**config.mk**
```make
export PLATFORM = sky130hd
export DESIGN_NAME = elastic_pipe
export DESIGN_NICKNAME = d
export VERILOG_FILES = /design/src/rtl/elastic_pipe_pkg.sv /design/src/rtl/elastic_stage.sv /design/src/rtl/hold_link.sv /design/src/rtl/elastic_pipe.sv
export SDC_FILE = /design/constraint.sdc
export NUM_CORES = 1
export LEC_CHECK = 0
export ABC_AREA = 1
export BUFFER_PORTS_ARGS = -buffer_cell sky130_fd_sc_hd__buf_2
export CORE_MARGIN = 3
export CORE_UTILIZATION = 55
export DETAILED_ROUTE_END_ITERATION = 8
export MAX_ROUTING_LAYER = met4
export PLACE_DENSITY = 0.74
export SYNTH_ARGS = -nofsm -noshare
export SYNTH_HDL_FRONTEND = slang
export SYNTH_HIERARCHICAL = 1
export SYNTH_SLANG_ARGS = --single-unit
```
**constraint.sdc**
```tcl
create_clock -name clk -period 4.95 [get_ports clk]
set_input_delay 0.495 -clock clk [delete_from_list [all_inputs] [get_ports clk]]
set_output_delay 0.495 -clock clk [all_outputs]
set_load 0.01 [all_outputs]
```
**src/rtl/elastic_pipe_pkg.sv**
```systemverilog
package elastic_pipe_pkg;

  // Hold from stage idx to stage idx-1 is registered on every span-th boundary.
  function automatic bit link_is_timed(int unsigned idx, int unsigned span);
    return (idx != 0) && (span != 0) && ((idx % span) == 0);
  endfunction

  function automatic int unsigned timed_links(int unsigned depth, int unsigned span);
    return (span == 0) ? 0 : (depth - 1) / span;
  endfunction

endpackage

```
**src/rtl/elastic_stage.sv**
```systemverilog
module elastic_stage #(
  parameter int DATA_W = 16
) (
  input  logic              clk,
  input  logic              rst_n,
  input  logic              in_valid,
  input  logic [DATA_W-1:0] in_data,
  input  logic              hold_in,
  output logic              out_valid,
  output logic [DATA_W-1:0] out_data,
  output logic              hold_out,
  output logic              spare_busy
);

  logic              prim_v_q, spare_v_q;
  logic [DATA_W-1:0] prim_d_q, spare_d_q;
  logic              prim_v_d, spare_v_d;
  logic [DATA_W-1:0] prim_d_d;
  logic              prim_en, spare_en;
  logic              leaving, prim_free;

  always_comb begin
    leaving   = prim_v_q & ~hold_in;
    prim_free = leaving | ~prim_v_q;
    if (prim_free) begin
      prim_v_d  = spare_v_q | in_valid;
      prim_d_d  = spare_v_q ? spare_d_q : in_data;
      prim_en   = prim_v_d;
      spare_v_d = spare_v_q & in_valid;
      spare_en  = spare_v_q & in_valid;
    end else begin
      prim_v_d  = 1'b1;
      prim_d_d  = prim_d_q;
      prim_en   = 1'b0;
      spare_v_d = spare_v_q | in_valid;
      spare_en  = in_valid;
    end
  end

  always_ff @(posedge clk or negedge rst_n) begin
    if (!rst_n) begin
      prim_v_q  <= 1'b0;
      spare_v_q <= 1'b0;
    end else begin
      prim_v_q  <= prim_v_d;
      spare_v_q <= spare_v_d;
    end
  end

  always_ff @(posedge clk) begin
    if (prim_en)  prim_d_q  <= prim_d_d;
    if (spare_en) spare_d_q <= in_data;
  end

  assign out_valid  = prim_v_q;
  assign out_data   = prim_d_q;
  assign spare_busy = spare_v_q;
  assign hold_out   = spare_v_q | (prim_v_q & hold_in);

endmodule

```
**src/rtl/hold_link.sv**
```systemverilog
module hold_link #(
  parameter bit TIMED = 1'b0
) (
  input  logic clk,
  input  logic rst_n,
  input  logic hold_dn,
  output logic hold_up
);

  generate
    if (TIMED) begin : g_timed
      logic hold_q;
      always_ff @(posedge clk or negedge rst_n) begin
        if (!rst_n) hold_q <= 1'b0;
        else        hold_q <= hold_dn;
      end
      assign hold_up = hold_q;
    end else begin : g_direct
      logic unused_clk;
      assign unused_clk = clk ^ rst_n;
      assign hold_up = hold_dn;
    end
  endgenerate

endmodule

```
**src/rtl/elastic_pipe.sv**
```systemverilog
module elastic_pipe #(
  parameter int DATA_W     = 16,
  parameter int DEPTH      = 6,
  parameter int STALL_SPAN = 3
) (
  input  logic              clk,
  input  logic              rst_n,
  input  logic              src_valid,
  input  logic [DATA_W-1:0] src_data,
  output logic              src_hold,
  output logic              snk_valid,
  output logic [DATA_W-1:0] snk_data,
  input  logic              snk_hold
);
  import elastic_pipe_pkg::*;

  logic [DEPTH-1:0]  stg_in_v;
  logic [DEPTH-1:0]  stg_out_v;
  logic [DEPTH-1:0]  stg_hold_in;
  logic [DEPTH-1:0]  stg_hold_out;
  logic [DEPTH-1:0]  stg_spare_v;
  logic [DATA_W-1:0] stg_in_d  [DEPTH];
  logic [DATA_W-1:0] stg_out_d [DEPTH];

  assign src_hold = stg_hold_out[0];

  generate
    for (genvar i = 0; i < DEPTH; i++) begin : g_stage
      if (i == 0) begin : g_head
        assign stg_in_v[i] = src_valid & ~stg_hold_out[0];
        assign stg_in_d[i] = src_data;
      end else begin : g_body
        assign stg_in_v[i] = stg_out_v[i-1] & ~stg_hold_in[i-1];
        assign stg_in_d[i] = stg_out_d[i-1];
      end

      if (i == DEPTH-1) begin : g_tail
        assign stg_hold_in[i] = snk_hold;
      end else begin : g_link
        hold_link #(.TIMED(link_is_timed(i+1, STALL_SPAN))) u_link (
          .clk     (clk),
          .rst_n   (rst_n),
          .hold_dn (stg_hold_out[i+1]),
          .hold_up (stg_hold_in[i])
        );
      end

      elastic_stage #(.DATA_W(DATA_W)) u_stage (
        .clk        (clk),
        .rst_n      (rst_n),
        .in_valid   (stg_in_v[i]),
        .in_data    (stg_in_d[i]),
        .hold_in    (stg_hold_in[i]),
        .out_valid  (stg_out_v[i]),
        .out_data   (stg_out_d[i]),
        .hold_out   (stg_hold_out[i]),
        .spare_busy (stg_spare_v[i])
      );
    end
  endgenerate

  assign snk_valid = stg_out_v[DEPTH-1];
  assign snk_data  = stg_out_d[DEPTH-1];

endmodule

```
==> reports/summary.md <==
The average routed wire per standard cell is 14.4 microns, and the final worst-path cycle share is 0.635. In the post-synthesis netlist, the biggest area contributors are sky130_fd_sc_hd__edfxtp_1, sky130_fd_sc_hd__nand2_1, sky130_fd_sc_hd__dfrtp_1, sky130_fd_sc_hd__nand2_2, sky130_fd_sc_hd__buf_8. TritonCTS built the clock tree.

Setup total negative slack on the finished layout was measured at 0 ps. The number of nets handed over by synthesis was 625. Global routing finished with a remaining overflow of 0.

Total leakage power: 3.63 nW. Max-cap violations in this run came to 0. I/O pin count: 38. The pre-antenna-repair detailed-routing pass consisted of 5 iterations. VDD sags by at most 0.443 mV. The logs give 605 for the synthesized netlist cell count and 0 for the number of buffers inserted to repair setup after CTS. The logs give 0 for the residual DRC count and 3250 ps for the data arrival time of the critical path. Detailed placement finished with a half-perimeter wire length of 8600 microns. After detailed routing, the number of vias per cell comes to 4.94. The row count was 43; the clock latency on the worst-skew pair was 490 ps.

The logs give 0.566 for the initial core utilization and 1 for the depth of the CTS H-tree. The register bit count reported by yosys is 205, and the maximum number of pins on one net before global-route repair is 20. The clock net in this run drives a total of 205 sinks. The destination of the worst hold path was g_stage[0].u_stage/spare_d_q[3]. Timing analysis after detailed placement gives a worst setup slack of 1850 ps. The logs give 0.160 for the global routing usage summed across all routing layers and 0 for the number of antenna violations at the first check in global routing. The tools report the number of hold violations in the final report as 0. Measured in cells, the most critical reg-to-reg path has a length of 11. The share of cells above drive strength 1 was 0.151. The worst setup path is captured at a register. Worst min-delay path class: input port to register. The via count was 4166; the flop-to-flop setup slack was 1810 ps.

The max-slew headroom at the worst pin came out at 0.0992. The total count of max-transition violations in the final report is 0, and the maximum fanout along the worst path is 19. Between clock sinks in the finished design, the worst skew comes to 20.7 ps.

In this run the cell area of the synthesized design comes to 7890 sq um. Clock-pin slew was measured on the worst setup and hold paths at 60 ps. In this run the standard cell core region covers 13900 sq um. The average instance area after synthesis was 13.0 sq um.

The worst setup path category is register to register. For the via count of the first global-routing pass, the log shows 4370. Of all cell types, the one taking the most synthesized area is sky130_fd_sc_hd__edfxtp_1. STA classifies the critical path startpoint as a register. The final critical-path required period is 3140 ps. For the count of cells resized by post-cts repair, the log shows 0. At the end of routability-driven placement, the weighted congestion stood at 0.743.

The number of port buffers is 37, and the worst hold-check slack is 189 ps. The run finished with clean final reports. The tools report the number of CTS-inserted buffers as 21.

The cell count of the worst hold path works out to 1. Once detail routing completed, the nets flagged for antenna violations numbered 0. The die covers 15800 sq um.

For the worst setup margin, the log shows 1810 ps. The actual transition at the worst max-transition pin came out at 1350 ps. In this run the critical register-to-register path is captured at g_stage[0].u_stage/out_data[14]. The final antenna diode count is 0, and the power per cell area is 722 nW/um^2.

Setup repair after global routing left no endpoint under its margin. During synthesis, Yosys emitted a total of 6 warnings. In this run the critical register-to-register path is launched from g_stage[2].u_stage/spare_busy.

For this block, the initial DRC count from the detailed router was 300. The detailed-route wire length came out at 12200 microns. The hold path startpoint is src_data[3]. The tools report the required time of the worst setup path as 5060 ps.

Measured along the y axis, the die boundary spans 126 microns. No sink is reached through more buffers than the 3 on the longest clock path. Clock tree synthesis selected as its root buffer the cell sky130_fd_sc_hd__clkbuf_16. The area fraction of the dominant cell type after synthesis is 0.731, and the x dimension of the die is 126 microns. The portion of the post-synthesis area used by sequential elements is 0.772, and the area added between synthesis and finish is 10.6%.

The first global-routing pass estimated 20200 microns of wire. Setup violations remaining at the end of the flow were counted as 0. Number of distinct library cell variants in the gate-level netlist after synthesis: 13. Timing would allow up to 318 MHz. The number of nets at the end of the flow is 670.
## kinds of logic (layout without fill, tap and decap cells)
group,after synthesis,after routing,share of synthesized area
compound gates,6,6,0.00380
buf+inv,52,111,0.0542
flops,205,205,0.772
simple gates,342,342,0.170
## sequential cells by signal, summed over array words and instances, names as in the netlist
register                       count
g_stage.g_link.u_link/hold_up      1
g_stage.u_stage/out_data          96
g_stage.u_stage/spare_busy         6
g_stage.u_stage/out_valid          6
g_stage.u_stage/spare_d_q         96
## power by group
| part | switching, mW | internal (mW) |
|---|---|---|
| sequential | 0.405 | 3.11 |
| combinational | 0.952 | 0.379 |
| clock | 0.593 | 0.860 |
| total | 1.95 | 4.35 |
## metal layers
| layer | vias up | part of all wire | GRT usage |
|---|---|---|---|
| met2 | 102 | 0.55 | 0.305 |
| met3 | 40 | 0.039 | 0.0297 |
| met5 | - | 0 | - |
| met1 | 1946 | 0.37 | 0.157 |
| met4 | 0 | 0.042 | 0.0700 |
| li1 | 2078 | - | - |
## worst max-delay path: stages, from the launching register on
cell	delay [ps]
sky130_fd_sc_hd__dfrtp_1	650
sky130_fd_sc_hd__inv_8	250
sky130_fd_sc_hd__nand2_1	110
sky130_fd_sc_hd__nand2_1	150
sky130_fd_sc_hd__nand2_1	110
sky130_fd_sc_hd__nand2_1	150
sky130_fd_sc_hd__nand2_1	100
sky130_fd_sc_hd__nor2_2	120
sky130_fd_sc_hd__inv_1	60
sky130_fd_sc_hd__nand2_1	80
sky130_fd_sc_hd__inv_1	50
sky130_fd_sc_hd__nor2_1	920
## per-stage QoR
step | power, mW | instances | util | area [sq um]
after global routing | 6.69 | 844 | 0.626 | 8730
final | 6.30 | 844 | 0.626 | 8730
after CTS | 6.37 | 844 | 0.626 | 8730
after global placement | 4.79 | 806 | 0.580 | 8080
after floorplan | 4.49 | 605 | - | 7890
after detailed placement | 4.90 | 806 | 0.580 | 8080
## how the worst max path moves through the flow
| stage | start | end | slack, ps | cells after the start |
|---|---|---|---|---|
| 3_5_place_dp | g_stage[2].u_stage/spare_busy | g_stage[0].u_stage/out_data[11] | 1850 | 11 |
| 4_1_cts | g_stage[2].u_stage/spare_busy | g_stage[0].u_stage/out_data[14] | 1810 | 11 |
| 5_1_grt | g_stage[2].u_stage/spare_busy | g_stage[0].u_stage/out_data[14] | 1590 | 11 |
| 2_1_floorplan | g_stage[2].u_stage/spare_busy | g_stage[0].u_stage/spare_d_q[0] | 2190 | 13 |
| 6_report | g_stage[2].u_stage/spare_busy | g_stage[0].u_stage/out_data[14] | 1810 | 11 |
| 3_3_place_gp | g_stage[2].u_stage/spare_busy | g_stage[0].u_stage/out_data[14] | 2010 | 11 |
## cell usage after synthesis (all sizes together)
| master | count |
|---|---|
| nand2 | 330 |
| edfxtp | 192 |
| inv | 30 |
| buf | 16 |
| dfrtp | 13 |
| nor2 | 12 |
| a21oi | 6 |
| clkbuf | 6 |
## cell usage in the layout, fill, tap and decap left out, drive strengths merged
cell         Yosys  layout
dfrtp           13      13
nand2          330     330
a21oi            6       6
buf             16      43
inv             30      31
nor2            12      12
dlygate4sd3      0       1
edfxtp         192     192
clkinv           0       7
bufinv           0       1
clkbuf           6      28
## layout make-up
class	instances	area, sq um
Clock buffer	28	572
Clock inverter	9	67.6
Fill cell	985	5210
Inverter	30	158
Multi-Input combinational cell	348	1370
Sequential cell	205	6090
Tap cell	180	225
Timing Repair Buffer	44	240
## timing repair
action,CTS,global route
endpoints found under the setup margin,0,0
hold buffers,1,0
hold endpoints to repair,13,0
(Power assumes the default switching activity.)
